<file path="config.mk">
export PLATFORM = sky130hd
export DESIGN_NAME = usb_ep_hs_ctrl
export DESIGN_NICKNAME = d
export VERILOG_FILES = /design/src/rtl/usb_hs_pkg.sv /design/src/rtl/usb_hs_decide.sv /design/src/rtl/usb_ep_state.sv /design/src/rtl/usb_ep_hs_ctrl.sv
export SDC_FILE = /design/constraint.sdc
export NUM_CORES = 1
export LEC_CHECK = 0
export BUFFER_PORTS_ARGS = -buffer_cell sky130_fd_sc_hd__buf_2
export CORE_MARGIN = 4
export CORE_UTILIZATION = 55
export CTS_CLUSTER_DIAMETER = 150
export DETAILED_ROUTE_END_ITERATION = 10
export PLACE_DENSITY = 0.77
export SLEW_MARGIN = 20
export SYNTH_ARGS = -nofsm -noshare
export SYNTH_HDL_FRONTEND = slang
export SYNTH_HIERARCHICAL = 1
export SYNTH_SLANG_ARGS = --single-unit
</file>
<file path="constraint.sdc">
create_clock -name clk -period 4.86 [get_ports clk]
set_input_delay 0.243 -clock clk [delete_from_list [all_inputs] [get_ports clk]]
set_output_delay 0.243 -clock clk [all_outputs]
set_load 0.1 [all_outputs]
</file>
<file path="src/rtl/usb_hs_pkg.sv">
package usb_hs_pkg;

    typedef enum logic [1:0] {
        HS_NONE  = 2'd0,
        HS_ACK   = 2'd1,
        HS_NAK   = 2'd2,
        HS_STALL = 2'd3
    } hs_code_e;

    // control bits 4..0
    typedef struct packed {
        logic short_ovr;
        logic short_en;
        logic auto_fnak;
        logic force_stall;
        logic force_nak;
    } ep_ctrl_t;

    // status / mask bits 6..0
    typedef struct packed {
        logic out_err;
        logic in_err;
        logic out_nak;
        logic in_nak;
        logic out_short;
        logic out_ack;
        logic in_ack;
    } ep_stat_t;

    localparam int CTRL_W      = $bits(ep_ctrl_t);
    localparam int STAT_W      = $bits(ep_stat_t);
    localparam int TGL_SET_BIT = 6;
    localparam int TGL_CLR_BIT = 7;

    localparam logic [1:0] SEL_CTRL = 2'd0;
    localparam logic [1:0] SEL_STAT = 2'd1;
    localparam logic [1:0] SEL_MASK = 2'd2;

    function automatic logic [7:0] pack_ctrl(ep_ctrl_t c, logic tgl);
        return {2'b00, tgl, c};
    endfunction

endpackage

</file>
<file path="src/rtl/usb_hs_decide.sv">
module usb_hs_decide
    import usb_hs_pkg::*;
#(
    parameter int CNT_W = 11
) (
    input  ep_ctrl_t           ctrl,
    input  logic               tgl,
    input  logic               dir_in,
    input  logic [CNT_W-1:0]   fifo_lvl,
    input  logic [CNT_W-1:0]   pkt_len,
    input  logic [CNT_W-1:0]   max_pkt,
    input  logic               pkt_tgl,
    input  logic               err,
    output hs_code_e           code,
    output logic               keep,
    output logic [CNT_W-1:0]   send_len,
    output ep_stat_t           set_stat,
    output logic               flip,
    output logic               short_used,
    output logic               auto_set
);
    logic out_short;
    assign out_short = pkt_len < max_pkt;

    always_comb begin
        code       = HS_NONE;
        keep       = 1'b0;
        send_len   = '0;
        set_stat   = '0;
        flip       = 1'b0;
        short_used = 1'b0;
        auto_set   = 1'b0;
        if (err) begin
            if (dir_in) set_stat.in_err  = 1'b1;
            else        set_stat.out_err = 1'b1;
        end else if (ctrl.force_stall) begin
            code = HS_STALL;
        end else if (ctrl.force_nak) begin
            code = HS_NAK;
            if (dir_in) set_stat.in_nak  = 1'b1;
            else        set_stat.out_nak = 1'b1;
        end else if (dir_in) begin
            if (fifo_lvl >= max_pkt) begin
                code            = HS_ACK;
                send_len        = max_pkt;
                flip            = 1'b1;
                set_stat.in_ack = 1'b1;
            end else if (ctrl.short_en) begin
                code            = HS_ACK;
                send_len        = fifo_lvl;
                flip            = 1'b1;
                short_used      = 1'b1;
                set_stat.in_ack = 1'b1;
            end else begin
                code            = HS_NAK;
                set_stat.in_nak = 1'b1;
            end
        end else begin
            if (fifo_lvl < pkt_len) begin
                code             = HS_NAK;
                set_stat.out_nak = 1'b1;
            end else begin
                code               = HS_ACK;
                keep               = (pkt_tgl == tgl);
                flip               = keep;
                set_stat.out_short = out_short;
                set_stat.out_ack   = !out_short;
                auto_set           = ctrl.auto_fnak && !(out_short && ctrl.short_ovr);
            end
        end
    end

endmodule

</file>
<file path="src/rtl/usb_ep_state.sv">
module usb_ep_state
    import usb_hs_pkg::*;
#(
    parameter int CNT_W = 11
) (
    input  logic             clk,
    input  logic             rst,
    input  logic             wr_ctrl,
    input  logic             wr_stat,
    input  logic             wr_mask,
    input  logic [7:0]       wdata,
    input  logic             hit,
    input  logic             dir_in,
    input  logic [CNT_W-1:0] fifo_lvl,
    input  logic [CNT_W-1:0] pkt_len,
    input  logic [CNT_W-1:0] max_pkt,
    input  logic             pkt_tgl,
    input  logic             err,
    output ep_ctrl_t         ctrl_q,
    output logic             tgl_q,
    output ep_stat_t         stat_q,
    output ep_stat_t         mask_q,
    output logic             irq,
    output hs_code_e         code,
    output logic             keep,
    output logic [CNT_W-1:0] send_len
);
    ep_stat_t set_stat;
    logic     flip, short_used, auto_set;
    ep_ctrl_t ctrl_d;
    logic     tgl_d;
    ep_stat_t stat_d;

    usb_hs_decide #(.CNT_W(CNT_W)) u_decide (
        .ctrl      (ctrl_q),
        .tgl       (tgl_q),
        .dir_in    (dir_in),
        .fifo_lvl  (fifo_lvl),
        .pkt_len   (pkt_len),
        .max_pkt   (max_pkt),
        .pkt_tgl   (pkt_tgl),
        .err       (err),
        .code      (code),
        .keep      (keep),
        .send_len  (send_len),
        .set_stat  (set_stat),
        .flip      (flip),
        .short_used(short_used),
        .auto_set  (auto_set)
    );

    always_comb begin
        ctrl_d = ctrl_q;
        if (wr_ctrl) ctrl_d = ep_ctrl_t'(wdata[CTRL_W-1:0]);
        if (hit && auto_set)   ctrl_d.force_nak = 1'b1;
        if (hit && short_used) ctrl_d.short_en  = 1'b0;

        tgl_d = tgl_q;
        if (wr_ctrl && wdata[TGL_SET_BIT]) tgl_d = 1'b1;
        if (wr_ctrl && wdata[TGL_CLR_BIT]) tgl_d = 1'b0;
        if (hit && flip) tgl_d = !tgl_q;

        stat_d = stat_q;
        if (wr_stat) stat_d = stat_d & ~ep_stat_t'(wdata[STAT_W-1:0]);
        if (hit)     stat_d = stat_d | set_stat;
    end

    always_ff @(posedge clk) begin
        if (rst) begin
            ctrl_q <= '0;
            tgl_q  <= 1'b0;
            stat_q <= '0;
            mask_q <= '0;
        end else begin
            ctrl_q <= ctrl_d;
            tgl_q  <= tgl_d;
            stat_q <= stat_d;
            if (wr_mask) mask_q <= ep_stat_t'(wdata[STAT_W-1:0]);
        end
    end

    assign irq = |(stat_q & mask_q);

    p_stall_wins_r2: assert property (@(posedge clk) disable iff (rst)
        hit && !err && ctrl_q.force_stall |-> code == HS_STALL);

    p_force_nak_r3: assert property (@(posedge clk) disable iff (rst)
        hit && !err && !ctrl_q.force_stall && ctrl_q.force_nak |-> code == HS_NAK);

    p_short_clear_r5: assert property (@(posedge clk) disable iff (rst)
        hit && dir_in && code == HS_ACK && send_len < max_pkt && !wr_ctrl
        |=> !ctrl_q.short_en);

    p_toggle_flip_r6: assert property (@(posedge clk) disable iff (rst)
        hit && code == HS_ACK && (dir_in || keep) && !wr_ctrl
        |=> tgl_q != $past(tgl_q));

    p_auto_fnak_r8: assert property (@(posedge clk) disable iff (rst)
        hit && !dir_in && code == HS_ACK && ctrl_q.auto_fnak
        && !(pkt_len < max_pkt && ctrl_q.short_ovr) |=> ctrl_q.force_nak);

    p_err_silent_r10: assert property (@(posedge clk) disable iff (rst)
        hit && err && !wr_ctrl |-> code == HS_NONE ##1 $stable(tgl_q) && $stable(ctrl_q));

endmodule

</file>
<file path="src/rtl/usb_ep_hs_ctrl.sv">
module usb_ep_hs_ctrl
    import usb_hs_pkg::*;
#(
    parameter int NUM_EP = 4,
    parameter int CNT_W  = 11,
    localparam int EP_W   = (NUM_EP > 1) ? $clog2(NUM_EP) : 1,
    localparam int ADDR_W = EP_W + 2
) (
    input  logic              clk,
    input  logic              rst,
    input  logic              reg_wr,
    input  logic [ADDR_W-1:0] reg_addr,
    input  logic [7:0]        reg_wdata,
    output logic [7:0]        reg_rdata,
    input  logic              txn_end,
    input  logic [EP_W-1:0]   txn_ep,
    input  logic              txn_in,
    input  logic [CNT_W-1:0]  fifo_lvl,
    input  logic [CNT_W-1:0]  pkt_len,
    input  logic [CNT_W-1:0]  max_pkt,
    input  logic              pkt_tgl,
    input  logic              txn_err,
    output logic              hs_valid,
    output logic [1:0]        hs_code,
    output logic [CNT_W-1:0]  hs_len,
    output logic              hs_keep,
    output logic              hs_tgl,
    output logic [NUM_EP-1:0] irq
);
    logic [EP_W-1:0] reg_ep;
    logic [1:0]      reg_sel;
    assign reg_ep  = reg_addr[ADDR_W-1:2];
    assign reg_sel = reg_addr[1:0];

    ep_ctrl_t         ep_ctrl [NUM_EP];
    logic             ep_tgl  [NUM_EP];
    ep_stat_t         ep_stat [NUM_EP];
    ep_stat_t         ep_mask [NUM_EP];
    hs_code_e         ep_code [NUM_EP];
    logic             ep_keep [NUM_EP];
    logic [CNT_W-1:0] ep_len  [NUM_EP];

    for (genvar e = 0; e < NUM_EP; e++) begin : g_ep
        logic sel_me;
        assign sel_me = reg_wr && (reg_ep == EP_W'(e));

        usb_ep_state #(.CNT_W(CNT_W)) u_ep (
            .clk     (clk),
            .rst     (rst),
            .wr_ctrl (sel_me && reg_sel == SEL_CTRL),
            .wr_stat (sel_me && reg_sel == SEL_STAT),
            .wr_mask (sel_me && reg_sel == SEL_MASK),
            .wdata   (reg_wdata),
            .hit     (txn_end && txn_ep == EP_W'(e)),
            .dir_in  (txn_in),
            .fifo_lvl(fifo_lvl),
            .pkt_len (pkt_len),
            .max_pkt (max_pkt),
            .pkt_tgl (pkt_tgl),
            .err     (txn_err),
            .ctrl_q  (ep_ctrl[e]),
            .tgl_q   (ep_tgl[e]),
            .stat_q  (ep_stat[e]),
            .mask_q  (ep_mask[e]),
            .irq     (irq[e]),
            .code    (ep_code[e]),
            .keep    (ep_keep[e]),
            .send_len(ep_len[e])
        );
    end

    always_comb begin
        reg_rdata = 8'h00;
        for (int e = 0; e < NUM_EP; e++) begin
            if (reg_ep == EP_W'(e)) begin
                case (reg_sel)
                    SEL_CTRL: reg_rdata = pack_ctrl(ep_ctrl[e], ep_tgl[e]);
                    SEL_STAT: reg_rdata = 8'(ep_stat[e]);
                    SEL_MASK: reg_rdata = 8'(ep_mask[e]);
                    default:  reg_rdata = 8'h00;
                endcase
            end
        end
    end

    hs_code_e code_q;

    always_ff @(posedge clk) begin
        if (rst) begin
            hs_valid <= 1'b0;
            code_q   <= HS_NONE;
            hs_len   <= '0;
            hs_keep  <= 1'b0;
            hs_tgl   <= 1'b0;
        end else begin
            hs_valid <= txn_end;
            if (txn_end) begin
                code_q  <= ep_code[txn_ep];
                hs_len  <= ep_len[txn_ep];
                hs_keep <= ep_keep[txn_ep];
                hs_tgl  <= ep_tgl[txn_ep];
            end
        end
    end

    assign hs_code = code_q;

    p_valid_follows_r13: assert property (@(posedge clk) disable iff (rst)
        txn_end |=> hs_valid);

    p_valid_quiet_r13: assert property (@(posedge clk) disable iff (rst)
        !txn_end |=> !hs_valid);

endmodule

</file>
## Word level (Yosys, flattened, before mapping)

Cells that the tools add are included.

- Output and inout port bits: 28
- Flip-flop bits (word level): 96
- Word-level logic and storage cells: 411
- Bits of input ports: 54

- Magnitude comparators: 4
- Reduce and logical (&&, ||, !) cells: 76
- Eq/ne operators: 12
- Mux-type cells: 220
- Bitwise logic cells: 14

Operators by type and width:

| kind | count |
|---|---|
| 2-to-1 mux 11 bit | 26 |
| 2-to-1 mux 1 bit | 128 |
| one-hot mux 7 bit (3 select lines) | 4 |
| 2-to-1 mux 2 bit | 34 |
| 2-to-1 mux 7 bit | 9 |
| AND 7 bit | 8 |
| logical AND 1 bit | 48 |
| 2-to-1 mux 5 bit | 8 |
| bitwise OR 7 bit | 4 |
| OR reduction 7 bit | 4 |
| 2-to-1 mux 8 bit | 3 |
| binary-select mux 11 bit (select 2 bit) | 1 |
| < comparator 11 bit | 2 |
| 2-to-1 mux 3 bit | 4 |
| nonzero test 3 bit | 4 |
| greater-or-equal comparator 11 bit | 1 |
| equality test 2 bit (second input constant) | 5 |
| logical NOT 1 bit | 9 |
| nonzero test 2 bit | 4 |
| OR reduction 2 bit | 4 |
| NOT 7 bit | 1 |
| equality test 2 x 1 -> 1 bit (second input constant) | 3 |
| logical NOT 2 bit | 3 |
| binary-select mux 1 bit (select 2 bit) | 2 |
| 4 further kinds | 7 |

## Depth between registers and ports, before layout

- Depth in word-level cells: 11
- Mapped depth: 11

## Modules after synthesis

The synthesis kept the hierarchy.

Modules (own cells, without submodules):

| module | instances | cells an instance | area an instance (µm²) |
|---|---|---|---|
| usb_ep_state | 4 | 79 | 803.3 |
| usb_hs_decide (g_ep[2].u_ep.u_decide ...) | 2 | 143 | 1,076.0 |
| usb_ep_hs_ctrl | 1 | 197 | 1,854.3 |
| usb_hs_decide (g_ep[0].u_ep.u_decide) | 1 | 223 | 1,447.6 |
| usb_hs_decide (g_ep[1].u_ep.u_decide) | 1 | 141 | 1,054.8 |

## Least setup slack after synthesis

No wires, ideal clock.

- Path kind: input to output
- From: input reg_addr[0]
- To: output reg_rdata[6]
- Cell stages on the path: 5
- Data arrival time: 3,833 ps
- Buffers on the path: 2
- Path slack: 784 ps
- Data required time: 4,617 ps
- Cell sequence: buf_6 > and2b_4 > buf_2 > a221oi_1 > nor4_1

- Cells in the longest elaborated chain, start to end: 6
- Elaborated cells between the ends (all ways): 11

Ends and longest elaborated chain:

| element | RTL line | text |
|---|---|---|
| start, declared | usb_ep_hs_ctrl.sv:12 | `input logic [ADDR_W-1:0] reg_addr,` |
| equality test 2 bit (tied with other cells) | usb_ep_hs_ctrl.sv:76 | `case (reg_sel)` |
| one-hot mux 7 bit (3 select lines) | usb_ep_hs_ctrl.sv:76 |  |
| 2-to-1 mux 7 bit | usb_ep_hs_ctrl.sv:75 | `if (reg_ep == EP_W'(e)) begin` |
| 2-to-1 mux 8 bit (2 in series) | usb_ep_hs_ctrl.sv:75 |  |
| 2-to-1 mux 8 bit * | usb_ep_hs_ctrl.sv:75 |  |
| end, declared | usb_ep_hs_ctrl.sv:14 | `output logic [7:0] reg_rdata,` |

Every way passes the cells marked *; elsewhere a longest branch is shown, timed or not.

==> reports/qor.csv <==
metric,value,unit
outcome,completed,
Final Hold Vio Count,0,
synth unique cells,79,
CTS buffer count,9,
"EDFF count, synth",0,
fillers,1566,
Adder-Cell Fraction of Synth Area,16.0,%
post-CTS setup repair buffer count,0,
most frequent cells in the layout,"124 x ha_1, 114 x nor2_1, 96 x inv_1, 96 x dfxtp_1, 90 x a21oi_1",
hold endpoint,g_ep[1].u_ep/mask_q[5]$_SDFFE_PP0P_,
post-DR wirelength/cell,20.1,µm
HPWL Detailed,20700,µm
WP data arrival,2.91,ns
CTS max path bufs,2,
post-synthesis sequential area ratio,19.8,%
CP max FO,26,
"most used cell, CP",nor2_1,
area of the multi-input gates,0.00707,mm²
FMAX,370,MHz
Finish-stage setup viols,0,
length in cells of the worst reg-to-reg path,7,
"commonest non-fill, non-tap cell in the layout",ha_1,
Slew Limit Fails,0,
Final min period,2.71,ns
clk_lat worst skew,0.36,ns
die footprint,0.0199,mm²
"Primary FF master, synth",dfxtp_1,
crit path capture type,flip-flop,
Synth Area in Simple Gates,17.9,%
vias in the first global route,8815,
clk slew on worst S/H paths,0.07,ns
worst-path cell chain,buf_2 > ha_1 > nor2_1 > o2111ai_1 > o311ai_0 > o311a_1 > mux4_2 > mux2i_1 > nor2_1,
drt drc,0,
vias post-DR,9372,
TritonCTS clock tree,built,
first-pass GRT wire length,45800,µm
max_cap viols,0,
layout cells sized above 1,16.3,%
gr usage total,28.5,%
min-delay src,reg_wdata[5],
Worst setup SP type,primary input,
Ports,82,
Reg area,0.00192,mm²
worst path required time,5.06,ns
CP Class,in2reg,
Tcrit/Tclk final,55.7,%
grt total ovfl,0,
initial antenna violation count,0,
final setup TNS,0,ns
area added between synthesis and finish,7.01,%
Synth Area in Compound Gates,25.7,%
NumNets Final,1376,
unrepaired setup endpoints after global routing,no,
Initial Utilization,56.2,%
Max Clock Skew,0.00938,ns
Mapped Area,0.00972,mm²
leakage power,4.68,nW
DR pass1 iterations,7,
post_cts resized,0,
largest net degree at the start of global routing,97,
Worst-Margin Slew,1.18,ns
CP max-delay cell,ha_1,
H-tree depth,3,
"FF+latch count, synth",96,
Diodes inserted,0,
Via density,6.56,
syn avg cell area,8.36,µm²
die height,141,µm
reg-to-reg setup timing slack,2.29,ns
peak supply drop,0.000175,V
die width,141,µm
WHS Path Cells,3,
Starting DRT DRC Count,1094,
core area,0.0173,mm²
mux contribution to synthesized area,12.5,%
total number of yosys warnings,6,
Synth top area share,19.8,%
pwr dens,221,mW/mm²
final hold slack,0.337,ns
Core Rows,48,
hold_buf cts,0,
Area contributors post-synth,"dfxtp_1 20%, ha_1 16%, mux2i_1 6.7%",
Sink Count,96,
"antenna viol nets, final",0,
Clk Tree Root Cell,clkbuf_16,
largest family of logic cells by synthesized area,compound AO/OA/AOI/OAI gates,
RePlAce Congestion,0.940,
Post-Synth XOR/XNOR Area,0.360,%
ys async rst share,0,%
post-synth top area cell,dfxtp_1,
Syn Inst Count,1163,
Slew headroom,21.2,%
Port Buf Inserts,80,
WL final,28800,µm
Hold Path Class,in2reg,
Critical R2R Capture,hs_code[1]$_SDFFE_PP0P_,
CP peak stage delay,0.76,ns
Syn Nets,1341,
worst r2r src,g_ep[0].u_ep/ctrl_q[3]$_SDFFE_PP0P_,
-- synth_stat cells (all sizes together), types with 7 or more instances --
library cell  instances
and3                  7
mux2                 17
and2                  8
o2111ai              13
nand4                13
dfxtp                96
inv                  98
mux4                 15
o21ai                32
a211oi                7
or3                  22
nor2b                14
a21bo                28
a31oi                15
a21oi                94
ha                  124
nand3                22
a22o                 39
clkbuf               23
nand2                89
nand2b               10
nor3                 25
a22oi                10
a221oi               29
a21o                 21
buf                  36
mux2i                65
nor2                117
-- layer usage --
layer | up-vias | wire, µm | track usage [%] | part of all wire [%]
met2 | 467 | 13000 | 44.7 | 45
met4 | 0 | 840 | 10.2 | 2.9
met5 | - | 0 | 0 | 0
met3 | 75 | 2550 | 5.16 | 8.9
li1 | 4381 | - | - | -
met1 | 4449 | 12400 | 39.3 | 43
-- final cells by class --
class / instances / share of cell area [%]
multi-input cells: 909 / 67.9
flip-flops and latches: 96 / 18.5
repair buffers: 83 / 4.09
inverters: 99 / 3.57
well taps: 225 / 2.71
clock buffers: 10 / 2.30
clock inverters: 6 / 0.950
-- sequential cells by signal (all words and copies together), names as in the netlist --
signal            count
g_ep.u_ep/ctrl_q     20
hs_valid              1
hs_keep               1
g_ep.u_ep/tgl_q       4
g_ep.u_ep/mask_q     28
hs_len               11
g_ep.u_ep/stat_q     28
hs_code               2
hs_tgl                1
-- critical path, delay by kind of cell --
family,cells,cell delay (ns)
compound gates,3,0.86
mux,2,0.59
simple gates,2,0.19
buf+inv,1,0.25
fa+ha+maj,1,0.76
-- through the flow --
step / total power, W / instance area (µm²) / std cells / util [%] / setup slack (ns)
4_1_cts: 0.00230 / 10400 / 1428 / 60.1 / 2.22
3_3_place_gp: 0.00147 / 10100 / 1412 / 58.1 / 1.94
5_1_grt: 0.00240 / 10400 / 1428 / 60.1 / 1.92
2_1_floorplan: 0.00129 / 9720 / 1163 / - / 0.784
3_5_place_dp: 0.00149 / 10100 / 1412 / 58.1 / 1.86
6_report: 0.00230 / 10400 / 1428 / 60.1 / 2.15
-- logic make-up (layout without fill, tap and decap cells) --
family,count (synthesis),count (layout)
AO/OA/AOI/OAI,332,332
multiplexers,97,97
flip-flops,96,96
XOR/XNOR,4,4
AND/OR/NAND/NOR,351,351
buffers and inverters,158,198
adder cells (fa/ha/maj),124,124
other,1,1
-- worst max-delay path by stage --
stage,start,endpoint,depth (start not counted)
floorplan,reg_addr[0],reg_rdata[6],5
global placement,fifo_lvl[10],hs_code[1]$_SDFFE_PP0P_,9
detailed placement,fifo_lvl[10],hs_code[1]$_SDFFE_PP0P_,9
CTS,fifo_lvl[10],hs_code[1]$_SDFFE_PP0P_,9
global route,max_pkt[10],hs_code[0]$_SDFFE_PP0P_,8
finish,fifo_lvl[10],hs_code[1]$_SDFFE_PP0P_,9
-- where the power goes --
part	internal, W	switching [W]
logic	0.000224	0.000447
registers	0.000799	0.0000140
clock network	0.000475	0.000339
total	0.00150	0.000800
Note: power is estimated with default switching activity, not from simulation.
